$ cat src/rtl/sp_arb_pkg.sv
package sp_arb_pkg;
  typedef enum logic [1:0] {
    KIND_RUN   = 2'd0,
    KIND_SLEEP = 2'd1,
    KIND_WAKE  = 2'd2,
    KIND_NONE  = 2'd3
  } req_kind_e;

  localparam int FLAG_RUN   = 0;
  localparam int FLAG_WAKE  = 1;
  localparam int FLAG_SLEEP = 2;
  localparam int NUM_FLAGS  = 3;
endpackage

$ cat src/rtl/sp_wake_store.sv
module sp_wake_store #(
  parameter int SP_W     = 4,
  parameter int RESET_SP = 0
) (
  input  logic            clk,
  input  logic            rst_n,
  input  logic            capture_i,
  input  logic            sel_i,
  input  logic [SP_W-1:0] wake_sp_i,
  input  logic [SP_W-1:0] cur_sp_i,
  output logic [SP_W-1:0] wake_tgt_o
);
  logic [SP_W-1:0] wake_q, wake_d;
  logic            wake_en;

  always_comb begin
    wake_en = capture_i;
    wake_d  = sel_i ? cur_sp_i : wake_sp_i;
  end

  always_ff @(posedge clk or negedge rst_n) begin
    if (!rst_n)       wake_q <= SP_W'(RESET_SP);
    else if (wake_en) wake_q <= wake_d;
  end

  assign wake_tgt_o = wake_q;
endmodule

$ cat src/rtl/sp_cand_filter.sv
module sp_cand_filter
  import sp_arb_pkg::*;
#(
  parameter int NUM_SP    = 16,
  parameter int SP_W      = 4,
  parameter int NUM_MODES = 4,
  parameter int MODE_W    = 2,
  parameter int NUM_REQ   = 2
) (
  input  logic                        idle_i,
  input  logic [NUM_REQ-1:0]          req_valid_i,
  input  logic [NUM_REQ*2-1:0]        req_kind_i,
  input  logic [NUM_REQ*SP_W-1:0]     req_tgt_i,
  input  logic [NUM_REQ*MODE_W-1:0]   req_mode_i,
  input  logic [NUM_SP*NUM_SP-1:0]    allow_map_i,
  input  logic [NUM_MODES*NUM_SP-1:0] mode_map_i,
  input  logic [SP_W-1:0]             cur_i,
  output logic [NUM_REQ-1:0]          live_o,
  output logic [NUM_SP-1:0]           cand_o,
  output logic [NUM_FLAGS-1:0]        kinds_o
);
  logic [NUM_SP-1:0]    onehot  [NUM_REQ];
  logic [NUM_SP-1:0]    mmask   [NUM_REQ];
  logic [NUM_FLAGS-1:0] kind_oh [NUM_REQ];

  for (genvar g = 0; g < NUM_REQ; g++) begin : g_req
    logic [1:0]        kind_g;
    logic [SP_W-1:0]   tgt_g;
    logic [MODE_W-1:0] mode_g;
    assign kind_g    = req_kind_i[g*2 +: 2];
    assign tgt_g     = req_tgt_i[g*SP_W +: SP_W];
    assign mode_g    = req_mode_i[g*MODE_W +: MODE_W];
    assign live_o[g] = idle_i && req_valid_i[g] && (kind_g != KIND_NONE);
    assign onehot[g] = live_o[g] ? (NUM_SP'(1) << tgt_g) : '0;
    assign mmask[g]  = live_o[g] ? mode_map_i[mode_g*NUM_SP +: NUM_SP] : '1;
    always_comb begin
      kind_oh[g]             = '0;
      kind_oh[g][FLAG_RUN]   = live_o[g] && (kind_g == KIND_RUN);
      kind_oh[g][FLAG_WAKE]  = live_o[g] && (kind_g == KIND_WAKE);
      kind_oh[g][FLAG_SLEEP] = live_o[g] && (kind_g == KIND_SLEEP);
    end
  end

  logic [NUM_SP-1:0] req_bits, mode_and, row_bits;

  always_comb begin
    req_bits = '0;
    mode_and = '1;
    kinds_o  = '0;
    for (int r = 0; r < NUM_REQ; r++) begin
      req_bits = req_bits | onehot[r];
      mode_and = mode_and & mmask[r];
      kinds_o  = kinds_o | kind_oh[r];
    end
    row_bits = allow_map_i[cur_i*NUM_SP +: NUM_SP];
    cand_o   = req_bits & row_bits & mode_and;
  end
endmodule

$ cat src/rtl/sp_prio_pick.sv
module sp_prio_pick #(
  parameter int NUM_SP = 16,
  parameter int SP_W   = 4,
  parameter int PRIO_W = 4,
  localparam int HALF  = NUM_SP / 2
) (
  input  logic [NUM_SP-1:0]      cand_i,
  input  logic [HALF*PRIO_W-1:0] prio_lo_i,
  input  logic [HALF*PRIO_W-1:0] prio_hi_i,
  output logic                   any_o,
  output logic [SP_W-1:0]        pick_o
);
  logic [PRIO_W-1:0] pri [NUM_SP];

  for (genvar g = 0; g < NUM_SP; g++) begin : g_pri
    if (g < HALF) begin : g_lo
      assign pri[g] = prio_lo_i[g*PRIO_W +: PRIO_W];
    end else begin : g_hi
      assign pri[g] = prio_hi_i[(g-HALF)*PRIO_W +: PRIO_W];
    end
  end

  logic [PRIO_W-1:0] best_pri;

  always_comb begin
    any_o    = 1'b0;
    pick_o   = '0;
    best_pri = '0;
    for (int i = 0; i < NUM_SP; i++) begin
      // strict compare keeps the lower index on equal priority
      if (cand_i[i] && (!any_o || (pri[i] > best_pri))) begin
        any_o    = 1'b1;
        pick_o   = SP_W'(i);
        best_pri = pri[i];
      end
    end
  end
endmodule

$ cat src/rtl/setpoint_arbiter.sv
module setpoint_arbiter
  import sp_arb_pkg::*;
#(
  parameter int NUM_SP    = 16,
  parameter int NUM_MODES = 4,
  parameter int PRIO_W    = 4,
  parameter int NUM_REQ   = 2,
  parameter int RESET_SP  = 0,
  localparam int SP_W     = $clog2(NUM_SP),
  localparam int MODE_W   = $clog2(NUM_MODES),
  localparam int HALF     = NUM_SP / 2
) (
  input  logic                        clk,
  input  logic                        rst_n,
  input  logic [NUM_SP*NUM_SP-1:0]    allow_map_i,
  input  logic [NUM_MODES*NUM_SP-1:0] mode_map_i,
  input  logic [HALF*PRIO_W-1:0]      prio_lo_i,
  input  logic [HALF*PRIO_W-1:0]      prio_hi_i,
  input  logic [NUM_REQ-1:0]          req_valid_i,
  input  logic [NUM_REQ*2-1:0]        req_kind_i,
  input  logic [NUM_REQ*SP_W-1:0]     req_sp_i,
  input  logic [NUM_REQ*SP_W-1:0]     req_wake_sp_i,
  input  logic [NUM_REQ-1:0]          req_wake_sel_i,
  input  logic [NUM_REQ*MODE_W-1:0]   req_mode_i,
  input  logic                        done_i,
  input  logic [NUM_FLAGS-1:0]        flag_clr_i,
  output logic [SP_W-1:0]             target_o,
  output logic [SP_W-1:0]             current_o,
  output logic [SP_W-1:0]             previous_o,
  output logic                        busy_o,
  output logic                        start_o,
  output logic [NUM_FLAGS-1:0]        flags_o
);
  // reset: asserted at once, released through two flops
  logic [1:0] rst_sync_q;
  logic       rst_int_n;

  always_ff @(posedge clk or negedge rst_n) begin
    if (!rst_n) rst_sync_q <= 2'b00;
    else        rst_sync_q <= {rst_sync_q[0], 1'b1};
  end
  assign rst_int_n = rst_sync_q[1];

  // state
  logic [SP_W-1:0]      cur_q, prev_q, tgt_q;
  logic [SP_W-1:0]      cur_d, prev_d, tgt_d;
  logic                 busy_q, busy_d, start_q, start_d;
  logic [NUM_FLAGS-1:0] flag_q, flag_d;
  logic                 tgt_en, stat_en;

  // per-requester target resolution and wakeup memory
  logic [NUM_REQ*SP_W-1:0] req_tgt;
  logic [NUM_REQ-1:0]      live;

  for (genvar g = 0; g < NUM_REQ; g++) begin : g_wake
    logic [SP_W-1:0] stored_sp;
    logic            cap;
    assign cap = live[g] && (req_kind_i[g*2 +: 2] == KIND_SLEEP);

    sp_wake_store #(
      .SP_W     (SP_W),
      .RESET_SP (RESET_SP)
    ) u_store (
      .clk        (clk),
      .rst_n      (rst_int_n),
      .capture_i  (cap),
      .sel_i      (req_wake_sel_i[g]),
      .wake_sp_i  (req_wake_sp_i[g*SP_W +: SP_W]),
      .cur_sp_i   (cur_q),
      .wake_tgt_o (stored_sp)
    );

    assign req_tgt[g*SP_W +: SP_W] = (req_kind_i[g*2 +: 2] == KIND_WAKE)
                                     ? stored_sp : req_sp_i[g*SP_W +: SP_W];
  end

  logic [NUM_SP-1:0]    cand;
  logic [NUM_FLAGS-1:0] kinds;
  logic                 any_cand;
  logic [SP_W-1:0]      pick;

  sp_cand_filter #(
    .NUM_SP    (NUM_SP),
    .SP_W      (SP_W),
    .NUM_MODES (NUM_MODES),
    .MODE_W    (MODE_W),
    .NUM_REQ   (NUM_REQ)
  ) u_filter (
    .idle_i      (!busy_q),
    .req_valid_i (req_valid_i),
    .req_kind_i  (req_kind_i),
    .req_tgt_i   (req_tgt),
    .req_mode_i  (req_mode_i),
    .allow_map_i (allow_map_i),
    .mode_map_i  (mode_map_i),
    .cur_i       (cur_q),
    .live_o      (live),
    .cand_o      (cand),
    .kinds_o     (kinds)
  );

  sp_prio_pick #(
    .NUM_SP (NUM_SP),
    .SP_W   (SP_W),
    .PRIO_W (PRIO_W)
  ) u_pick (
    .cand_i    (cand),
    .prio_lo_i (prio_lo_i),
    .prio_hi_i (prio_hi_i),
    .any_o     (any_cand),
    .pick_o    (pick)
  );

  // next state
  logic accept, reject;

  always_comb begin
    accept  = !busy_q && any_cand;
    reject  = !busy_q && (|live) && !any_cand;
    tgt_en  = accept;
    stat_en = busy_q && done_i;
    tgt_d   = pick;
    cur_d   = tgt_q;
    prev_d  = cur_q;
    start_d = accept;
    busy_d  = busy_q;
    if (accept)  busy_d = 1'b1;
    if (stat_en) busy_d = 1'b0;
    flag_d  = (flag_q & ~flag_clr_i) | (reject ? kinds : '0);
  end

  // registers
  always_ff @(posedge clk or negedge rst_int_n) begin
    if (!rst_int_n) begin
      tgt_q <= SP_W'(RESET_SP);
    end else if (tgt_en) begin
      tgt_q <= tgt_d;
    end
  end

  always_ff @(posedge clk or negedge rst_int_n) begin
    if (!rst_int_n) begin
      cur_q  <= SP_W'(RESET_SP);
      prev_q <= SP_W'(RESET_SP);
    end else if (stat_en) begin
      cur_q  <= cur_d;
      prev_q <= prev_d;
    end
  end

  always_ff @(posedge clk or negedge rst_int_n) begin
    if (!rst_int_n) begin
      busy_q  <= 1'b0;
      start_q <= 1'b0;
      flag_q  <= '0;
    end else begin
      busy_q  <= busy_d;
      start_q <= start_d;
      flag_q  <= flag_d;
    end
  end

  assign target_o   = tgt_q;
  assign current_o  = cur_q;
  assign previous_o = prev_q;
  assign busy_o     = busy_q;
  assign start_o    = start_q;
  assign flags_o    = flag_q;
endmodule

$ cat config.mk
export PLATFORM = sky130hd
export DESIGN_NAME = setpoint_arbiter
export DESIGN_NICKNAME = d
export VERILOG_FILES = /design/src/rtl/sp_arb_pkg.sv /design/src/rtl/sp_wake_store.sv /design/src/rtl/sp_cand_filter.sv /design/src/rtl/sp_prio_pick.sv /design/src/rtl/setpoint_arbiter.sv
export SDC_FILE = /design/constraint.sdc
export NUM_CORES = 1
export LEC_CHECK = 0
export BUFFER_PORTS_ARGS = -buffer_cell sky130_fd_sc_hd__buf_4
export CAP_MARGIN = 20
export CORE_AREA = 2 2 170 172
export CTS_CLUSTER_SIZE = 40
export DETAILED_ROUTE_END_ITERATION = 6
export DIE_AREA = 0 0 172 174
export GPL_TIMING_DRIVEN = 0
export HOLD_SLACK_MARGIN = 0.03
export SYNTH_ARGS = -nofsm -noshare
export SYNTH_HDL_FRONTEND = slang
export SYNTH_SLANG_ARGS = --single-unit
export TNS_END_PERCENT = 10
$ cat constraint.sdc
create_clock -name clk -period 1 [get_ports clk]
set_input_delay 0.1 -clock clk [delete_from_list [all_inputs] [get_ports clk]]
set_output_delay 0.1 -clock clk [all_outputs]
set_load 0.005 [all_outputs]
== After elaboration in Yosys (flattened, before gate mapping) ==
Index checks and enable logic that the tools add are counted.
Storage, ports and cells
  flip-flop bits (word level): 27
  bits in latches: 0
  memory bits (writable): 0
  ROM bits: 0
  word-level logic and storage cells: 165
  memories: 0
Operators by class
  add/sub/neg operators: 0
  multiply operators: 0
  divide/modulo/power cells: 0
  $lt $le $gt $ge: 15
  equality and inequality tests: 6
  shift operators: 5
  mux-type cells: 57
  bitwise gates (word level): 8
  reductions and logical operators: 65
Operators with widths (number)
  $shiftx 256x9->16: 1
  $shiftx 64x7->16: 2
  $mux 4: 27
  $mux 16: 4
  $gt 4x4->1: 15
  $and 16x16->16: 3
  $shl 1x4->16 const A: 2
  $logic_and 1x1->1: 29
  $mux 1: 19
  $logic_not 1->1: 17
  $or 16x16->16: 1
  $logic_or 1x1->1: 15
  $mux 3: 5
  $or 3x3->3: 2
  $eq 2x1->1 const B: 2
  $eq 2x2->1 const B: 2
  $logic_not 2->1: 2
  $mux 2: 2
  $ne 2x2->1 const B: 2
  $and 3x3->3: 1
  $not 3->3: 1
  $reduce_bool 2->1: 1
  $reduce_or 2->1: 1

== Longest topological paths before layout ==
Gate-level depths: netlist of run 1.
  word-level depth: 72
  depth in mapped cells: 144
  depth with buffers taken out: 138

== Cells and area by module ==
Synthesis of run 1 repeated with hierarchy kept, for this count alone.
Unflattened totals
  cell total of the unflattened synthesis: 843
  area total of the unflattened synthesis: 7887.6 µm²
Modules (own cells, without submodules)
  sp_prio_pick: instances 1, cells an instance 491, area each 3394.5 µm², seq. area each 0.0 µm²
  sp_cand_filter: instances 1, cells an instance 254, area each 3279.4 µm², seq. area each 0.0 µm²
  setpoint_arbiter: instances 1, cells an instance 62, area each 845.8 µm², seq. area each 475.5 µm²
  sp_wake_store: instances 2, cells an instance 18, area each 183.9 µm², seq. area each 100.1 µm²

== Least setup slack after synthesis of run 1 ==
OpenSTA, ideal clock, no wires.
  kind: flip-flop to flip-flop
  from: reg cur_q[0] (netlist: current_o[0])
  to: reg tgt_q[2] (netlist: target_o[2])
  library setup time: 121 ps
  arrival: 23493 ps
  required time: 879 ps
  slack: -22614 ps
  stages on the path, launching flop included: 134
  cells stage by stage: dfrtp_1 -> buf_4 -> buf_6 -> mux4_2 -> a22oi_1 -> nand2_1 -> o211a_2 -> buf_2 -> nand2_1 -> ha_1 -> nor2b_1 -> o21a_1 -> o21a_1 -> o21ai_1 -> a21oi_1 -> a21oi_1 -> ha_1 -> nor2b_1 -> [... 98 more ...] -> nor2b_1 -> o21ai_0 -> nand2b_1 -> a21oi_1 -> a41oi_1 -> o21a_1 -> clkbuf_1 -> and3b_1 -> a221oi_1 -> ha_1 -> nor2b_1 -> o21ai_0 -> nand2b_1 -> a21oi_1 -> a41oi_1 -> a211o_1 -> or4_1 -> o22a_1
Between the ends
  word-level cells in the longest chain between the ends: 65
  elaborated cells on any way between the ends: 107
  classes of those cells: 15 x order compare; 1 x shift; 43 x mux; 2 x bitwise; 46 x reduce/logical
Ends and longest elaborated chain
  start, declared: line setpoint_arbiter.sv:45  | logic [SP_W-1:0] cur_q, prev_q, tgt_q;
  start signal, assigned: line setpoint_arbiter.sv:143  | cur_q <= SP_W'(RESET_SP);
  start signal, assigned: line setpoint_arbiter.sv:146  | cur_q <= cur_d;
  $shiftx 256x9->16 *: line sp_cand_filter.sv:55  | row_bits = allow_map_i[cur_i*NUM_SP +: NUM_SP];
  $and 16x16->16 * (2 in series): line sp_cand_filter.sv:56  | cand_o = req_bits & row_bits & mode_and;
  $mux 4 or $mux 1 (tied branches): line sp_prio_pick.sv:31  | if (cand_i[i] && (!any_o || (pri[i] > best_pri))) begin
  $gt 4x4->1 or $logic_not 1->1 (tied branches): line sp_prio_pick.sv:31
  $logic_or 1x1->1: line sp_prio_pick.sv:31
  $logic_and 1x1->1: line sp_prio_pick.sv:31
  $mux 4 or $mux 1 (tied branches): line sp_prio_pick.sv:31
  $gt 4x4->1 or $logic_not 1->1 (tied branches): line sp_prio_pick.sv:31
  [... 48 more ...]
  $logic_or 1x1->1: line sp_prio_pick.sv:31
  $logic_and 1x1->1: line sp_prio_pick.sv:31
  $mux 4 or $mux 1 (tied branches): line sp_prio_pick.sv:31
  $gt 4x4->1 or $logic_not 1->1 (tied branches): line sp_prio_pick.sv:31
  $logic_or 1x1->1: line sp_prio_pick.sv:31
  $logic_and 1x1->1: line sp_prio_pick.sv:31
  $mux 1: line sp_prio_pick.sv:31
  $logic_and 1x1->1: line setpoint_arbiter.sv:118  | accept = !busy_q && any_cand;
  end signal, assigned: line setpoint_arbiter.sv:135  | tgt_q <= SP_W'(RESET_SP);
  end signal, assigned: line setpoint_arbiter.sv:137  | tgt_q <= tgt_d;
  end, declared: line setpoint_arbiter.sv:45
Mark *: on every way between the ends. The rest lies on a longest branch, timed or not.
A chain may end at the register's enable or synchronous reset.

== Worst setup path in the final report of run 1 ==
  from: reg cur_q[0] (netlist: current_o[0])
  to: reg tgt_q[3] (netlist: target_o[3])
Same word-level chain as after synthesis.

==> results of run 1 <==
[Yosys cell counts, types with 16 or more instances]
cell type  count  area (um2)
ha_1          53         663
dfrtp_1       27         676
mux2i_1       23         230
o22a_1        18         158
o21ai_0       28         140
nand2_1       40         150
inv_1         61         229
nor3_1        22         110
mux2_2        19         214
nor2_1        36         135
a21oi_1       44         220
clkbuf_1      24        90.1
mux4_2       105        2360
nor2b_1       16         100
[layout make-up]
class | count | area (um2)
well taps | 384 | 480
plain buffers | 46 | 519
clock buffers | 3 | 75.1
fillers | 2692 | 14600
repair buffers | 533 | 4060
diodes | 3 | 7.51
flip-flops and latches | 27 | 683
inverters | 61 | 231
clock inverters | 1 | 7.51
multi-input cells | 642 | 7530
[per-layer routing]
| metal | global-route usage (%) | routed length (um) |
|---|---|---|
| met5 | 0 | 0 |
| met4 | 5.78 | 1140 |
| met3 | 2.64 | 2040 |
| met2 | 44.6 | 20300 |
| met1 | 31.5 | 15600 |
[final timing paths]
path,startpoint,slack [ns],to,cells past startpoint
max in group asynchronous,rst_sync_q[1],0.32,busy_o,0
min in group asynchronous,rst_n,0.16,rst_sync_q[1],2
worst min-delay path,flag_clr_i[2],0.04,flags_o[2],2
worst min register to register,rst_sync_q[1],0.26,target_o[2],0
worst max register to register,current_o[0],-23.05,target_o[3],134
worst max-delay path,current_o[0],-23.05,target_o[3],134
[where the power goes]
part           switching (mW)  leakage, nW  internal [mW]
logic                    9.21         5.57           11.2
registers               0.643        0.303           1.58
clock network           0.408       0.0371          0.545
total                    10.3         5.91           13.3
[cells by family (layout without fill, tap and decap cells)]
family	count (synthesis)	in the layout	synth area share (%)
AOI/OAI and AO/OA	236	236	23.2
other	1	4	0.0502
DFF	27	27	9.04
and+or+nand+nor	201	201	14.4
adders and majority gates	53	53	8.87
buffers and inverters	109	644	5.98
muxes	151	151	38.5
[state kept, by name (all words and copies together), names as in the netlist]
register / count
busy_o: 1
current_o: 4
flags_o: 3
g_wake.u_store.wake_tgt_o: 8
previous_o: 4
rst_sync_q: 2
start_o: 1
target_o: 4
[stage by stage]
stage / util (%) / TNS (ns) / instances
2_1_floorplan: - / -119.79 / 778
3_3_place_gp: 40.6 / -157.70 / 1589
3_5_place_dp: 40.7 / -158.80 / 1589
4_1_cts: 46.0 / -118.32 / 1670
5_1_grt: 48.1 / -126.52 / 1700
6_report: 48.1 / -119.92 / 1700
[worst max-delay path, delay by kind of cell (launching register included)]
| kind | cells | cell delay [ns] |
|---|---|---|
| adders and majority gates | 14 | 3.83 |
| AOI/OAI and AO/OA | 65 | 11.02 |
| muxes | 7 | 2.14 |
| and+or+nand+nor | 27 | 3.82 |
| buffers and inverters | 21 | 2.69 |
| DFF | 1 | 0.40 |
[what timing repair did]
item	CTS	global route
pin swaps	91	87
hold endpoints to repair	4	0
gates resized for setup	185	79
hold buffers	3	0
setup buffers	76	27
setup endpoints to repair	54	29
==> results.py, run 1 <==
metrics = {
    "outcome": {
        "violations": "setup timing",
        "outcome": "finished with violations",
    },
    "timing": {
        "rsz0062_at_grt": "true",
        "whs_ns": 0.0399,
        "fmax_mhz": 41.6,
        "layout_min_cycle_time_ns": 24.05,
        "skew_ns": 0.0123,
        "finalMaxSlewViolations": 0,
        "finalSetupViolCount": 29,
        "max_slew_margin_pct": 21.2,
        "hold_violations": 0,
        "finalCritPeriodShare_pct": 2410,
        "worstMarginPinSlew_ns": 1.18,
        "setup_ws_ns": -23.05,
    },
    "placed_design": {
        "place_area_mm2": 0.0115,
        "hpwl_um": 32100,
        "io_buffers": 427,
        "gp_congestion": 0.905,
        "pre_cts_ws_ns": -24.41,
    },
    "cts": {
        "clock_latency_ns": 0.27,
        "cts_max_level": 1,
        "clockBufferDepth": 2,
        "clk_pin_slew_worst_paths_ns": 0.08,
        "cts_tree": "yes",
        "cts.sinks": 27,
        "cts_buffers": 3,
        "cts_root_buf": "clkbuf_16",
    },
    "finish": {
        "synthToLayoutAreaGrowth_pct": 81.9,
        "layout_commonest_cell": "buf_4",
        "final_cell_mix": "buf_4 (521), mux4_2 (105), inv_1 (53), ha_1 (29), nand2_1 (27)",
        "design_area_mm2": 0.0136,
        "drive_gt1_share_pct": 66.7,
        "nets": 1785,
    },
    "worst_setup_path": {
        "worstSetupPathType": "reg -> reg",
        "required_ns": 1.17,
        "crit_arrival_ns": 24.22,
        "startpoint_type": "flip-flop",
        "max_stage_delay_ns": 0.53,
        "critical_path.max_fanout": 8,
        "cp_common_cell": "a21oi_2",
        "critPathSlowestCell": "mux4_2",
        "cp-end-kind": "flip-flop",
    },
    "routing": {
        "drt-vias-per-instance": 5.43,
        "dr_total_vias": 9235,
        "first_iter_violations": 557,
        "post_drt_wl_per_cell_um": 23.0,
        "routed_wl_um": 39100,
        "route.detailed.drc": 0,
        "antenna_left": 0,
        "dr.pass1.iters": 4,
    },
    "synth": {
        "synth_edf_count": 0,
        "synth.distinct_cells": 78,
        "syn_area_mm2": 0.00747,
        "synthCells": 778,
        "ys.warnings.count": 0,
        "synthArstFlopShare_pct": 100,
        "synth-main-ff-cell": "dfrtp_1",
        "syn-num-nets": 1249,
        "avgSynthCellArea_um2": 9.60,
        "ys_ff_latch": 27,
        "seq_area_frac_synth_pct": 9.04,
    },
    "global_route": {
        "grt_pass1_wl_um": 56200,
        "grt_max_degree": 26,
        "track_usage_pct": 24.8,
        "grt_pass1_vias": 9507,
        "antenna_found_initial": 4,
        "gr-total-overflow": 0,
    },
    "floorplanning": {
        "rows": 62,
        "dieArea_mm2": 0.0299,
        "die_h_um": 174,
        "io_pins": 435,
        "coreArea_mm2": 0.0282,
        "die_w_um": 172,
        "start_util_pct": 26.5,
    },
    "power": {
        "p_leak_nw": 5.91,
        "p_per_area_mw_per_mm2": 1740,
        "irDropWorstVdd_v": 0.00115,
        "total_power_mw": 23.6,
    },
    "run": {
        "maxCapViolCount": 0,
    },
    "worst_hold_path": {
        "hold_path_class": "in -> reg",
    },
}
Note: power is estimated with default switching activity, not from simulation.
==> inputs of run 2 (changes only) <==
--- a/config.mk
+++ b/config.mk
@@ -13,6 +13,7 @@
 export DIE_AREA = 0 0 172 174
 export GPL_TIMING_DRIVEN = 0
 export HOLD_SLACK_MARGIN = 0.03
+export SETUP_SLACK_MARGIN = 0.3
 export SYNTH_ARGS = -nofsm -noshare
 export SYNTH_HDL_FRONTEND = slang
 export SYNTH_SLANG_ARGS = --single-unit
==> constraint.sdc (replaced) <==
create_clock -name clk -period 1 [get_ports clk]
set_input_delay 0.1 -clock clk [delete_from_list [all_inputs] [get_ports clk]]
set_output_delay 0.1 -clock clk [all_outputs]
set_load 0.05 [all_outputs]
==> run 2 against run 1 <==
  * The flow still finishes with violations (setup timing)
  * Non-clock buffer count shrank 17
  * Global-route usage decreased by 0.56 points
  * Fmax up 1.3%
  * Core utilization shrank 0.76 points
  * Sequential power increased by 3%
  * Critical path depth is 6 higher
  * Wire length down 3.3%
  * Power rose by 0.92%
  * Combinational power hardly changed
  * Die area stayed put
  * Sequential share of layout area up 0.12 points
==> results.py, run 2 (same netlist as run 1, synthesis figures left out) <==
metrics = {
    "outcome": {
        "outcome": "finished with violations",
        "violations": "setup timing",
    },
    "timing": {
        "finalMaxSlewViolations": 0,
        "hold_violations": 0,
        "skew_ns": 0.00230,
        "setup_ws_ns": -22.74,
        "setup_tns_ns": -118.72,
        "whs_ns": 0.0119,
        "finalSetupViolCount": 30,
        "layout_min_cycle_time_ns": 23.74,
        "worstMarginPinSlew_ns": 1.14,
        "rsz0062_at_grt": "true",
        "max_slew_margin_pct": 24.1,
        "fmax_mhz": 42.1,
        "finalCritPeriodShare_pct": 2370,
    },
    "cts": {
        "cts_root_buf": "clkbuf_16",
        "clockBufferDepth": 2,
        "cts_hold_buffers": 1,
        "clk_pin_slew_worst_paths_ns": 0.07,
        "cts_tree": "yes",
        "cts_buffers": 3,
        "cts.sinks": 27,
        "clock_latency_ns": 0.26,
        "cts_max_level": 1,
    },
    "worst_setup_path": {
        "startpoint_type": "flip-flop",
        "critPathSlowestCell": "mux4_2",
        "required_ns": 1.16,
        "cp-end-kind": "flip-flop",
        "cp_top_family": "compound AO/OA/AOI/OAI gates",
        "path_depth": 140,
        "crit_buf_inv": 13,
        "setup.worst_path.start": "current_o[0]",
        "reg2regPathDepth": 140,
        "critical_path.max_fanout": 7,
        "worstSetupPathType": "reg -> reg",
        "crit_arrival_ns": 23.90,
        "rr_startpoint": "current_o[0]",
        "max_stage_delay_ns": 0.51,
    },
    "floorplanning": {
        "coreArea_mm2": 0.0282,
        "io_pins": 435,
        "start_util_pct": 26.5,
        "die_w_um": 172,
        "rows": 62,
        "dieArea_mm2": 0.0299,
        "die_h_um": 174,
    },
    "finish": {
        "design_area_mm2": 0.0134,
        "synthToLayoutAreaGrowth_pct": 79.0,
        "largest_reg_flops": 8,
        "nFillCells": 2754,
        "final_cell_mix": "buf_4 (493), mux4_2 (105), inv_1 (51), ha_1 (29), nand2_1 (28)",
        "nets": 1768,
        "layout_commonest_cell": "buf_4",
        "drive_gt1_share_pct": 66.2,
    },
    "power": {
        "total_power_mw": 23.8,
        "p_leak_nw": 5.79,
        "irDropWorstVdd_v": 0.00110,
        "p_per_area_mw_per_mm2": 1780,
    },
    "global_route": {
        "grt_pass1_wl_um": 55200,
        "grt_max_degree": 26,
        "antenna_found_initial": 6,
        "track_usage_pct": 24.2,
        "grt_pass1_vias": 9635,
        "gr-total-overflow": 0,
    },
    "worst_hold_path": {
        "hp-start": "flag_clr_i[2]",
        "holdPathStages": 2,
        "hold_path_class": "in -> reg",
    },
    "routing": {
        "dr.pass1.iters": 5,
        "dr_total_vias": 9050,
        "post_drt_wl_per_cell_um": 22.4,
        "first_iter_violations": 556,
        "drt-vias-per-instance": 5.37,
        "routed_wl_um": 37800,
        "antenna_left": 0,
        "route.detailed.drc": 0,
    },
    "run": {
        "maxCapViolCount": 0,
    },
    "placed_design": {
        "place_area_mm2": 0.0115,
        "io_buffers": 427,
        "hpwl_um": 31500,
        "gp_congestion": 0.916,
        "pre_cts_ws_ns": -24.52,
    },
}
==> run 2: changes by cell type in the layout (fill, tap and decap cells not counted), sizes merged <==
cell         before  now
diode             3    6
dlygate4sd3       3    1
clkbuf           25   27
buf             554  537
==> run 2: per-stage QoR <==
step                      std cells  utilization [%]
after floorplan                 778                -
after global placement         1589             40.8
after detailed placement       1589             40.8
after CTS                      1663             45.5
after global routing           1686             47.4
final                          1686             47.4
==> run 2: layer usage <==
metal,track usage [%],vias to the layer above,routed length [um],part of all wire (%)
met5,0,-,0,0
met4,6.34,0,1060,2.8
met3,1.53,41,1520,4.0
met2,45.1,293,20000,53
met1,30.0,4501,15200,40
li1,-,4215,-,-
==> run 2: final timing paths <==
check	to	slack, ns
worst max-delay path	target_o[3]	-22.74
worst min-delay path	flags_o[2]	0.01
worst max register to register	target_o[3]	-22.74
worst min register to register	previous_o[0]	0.23
max in group asynchronous	current_o[1]	0.48
min in group asynchronous	rst_sync_q[1]	0.17
==> run 2: final cells by class <==
type	instances	area [um2]	share of cell area, %
plain buffers	48	524	3.92
repair buffers	514	3950	29.5
clock inverters	1	7.51	0.0561
clock buffers	3	75.1	0.561
inverters	61	231	1.73
diodes	6	15.0	0.112
multi-input cells	642	7410	55.4
flip-flops and latches	27	688	5.14
well taps	384	480	3.59
==> run 2: power breakdown <==
group	internal [mW]	total [mW]	switching, mW
Sequential	1.60	2.29	0.690
Combinational	11.0	20.6	9.63
Clock	0.544	0.920	0.376
==> run 2: worst reg2reg max path, delay by kind of cell (launching register included) <==
family / cells / cell delay (ns)
buffers and inverters: 13 / 1.51
AND/OR/NAND/NOR: 35 / 4.80
AO/OA/AOI/OAI: 70 / 11.33
multiplexers: 7 / 2.03
flip-flops: 1 / 0.39
adder cells (fa/ha/maj): 15 / 3.58
==> run 2: timing repair <==
action | in CTS | in global routing
setup endpoints to repair | 67 | 42
hold endpoints to repair | 3 | 1
pin swaps | 78 | 58
gates resized for setup | 162 | 80
buffers inserted | 69 | 17
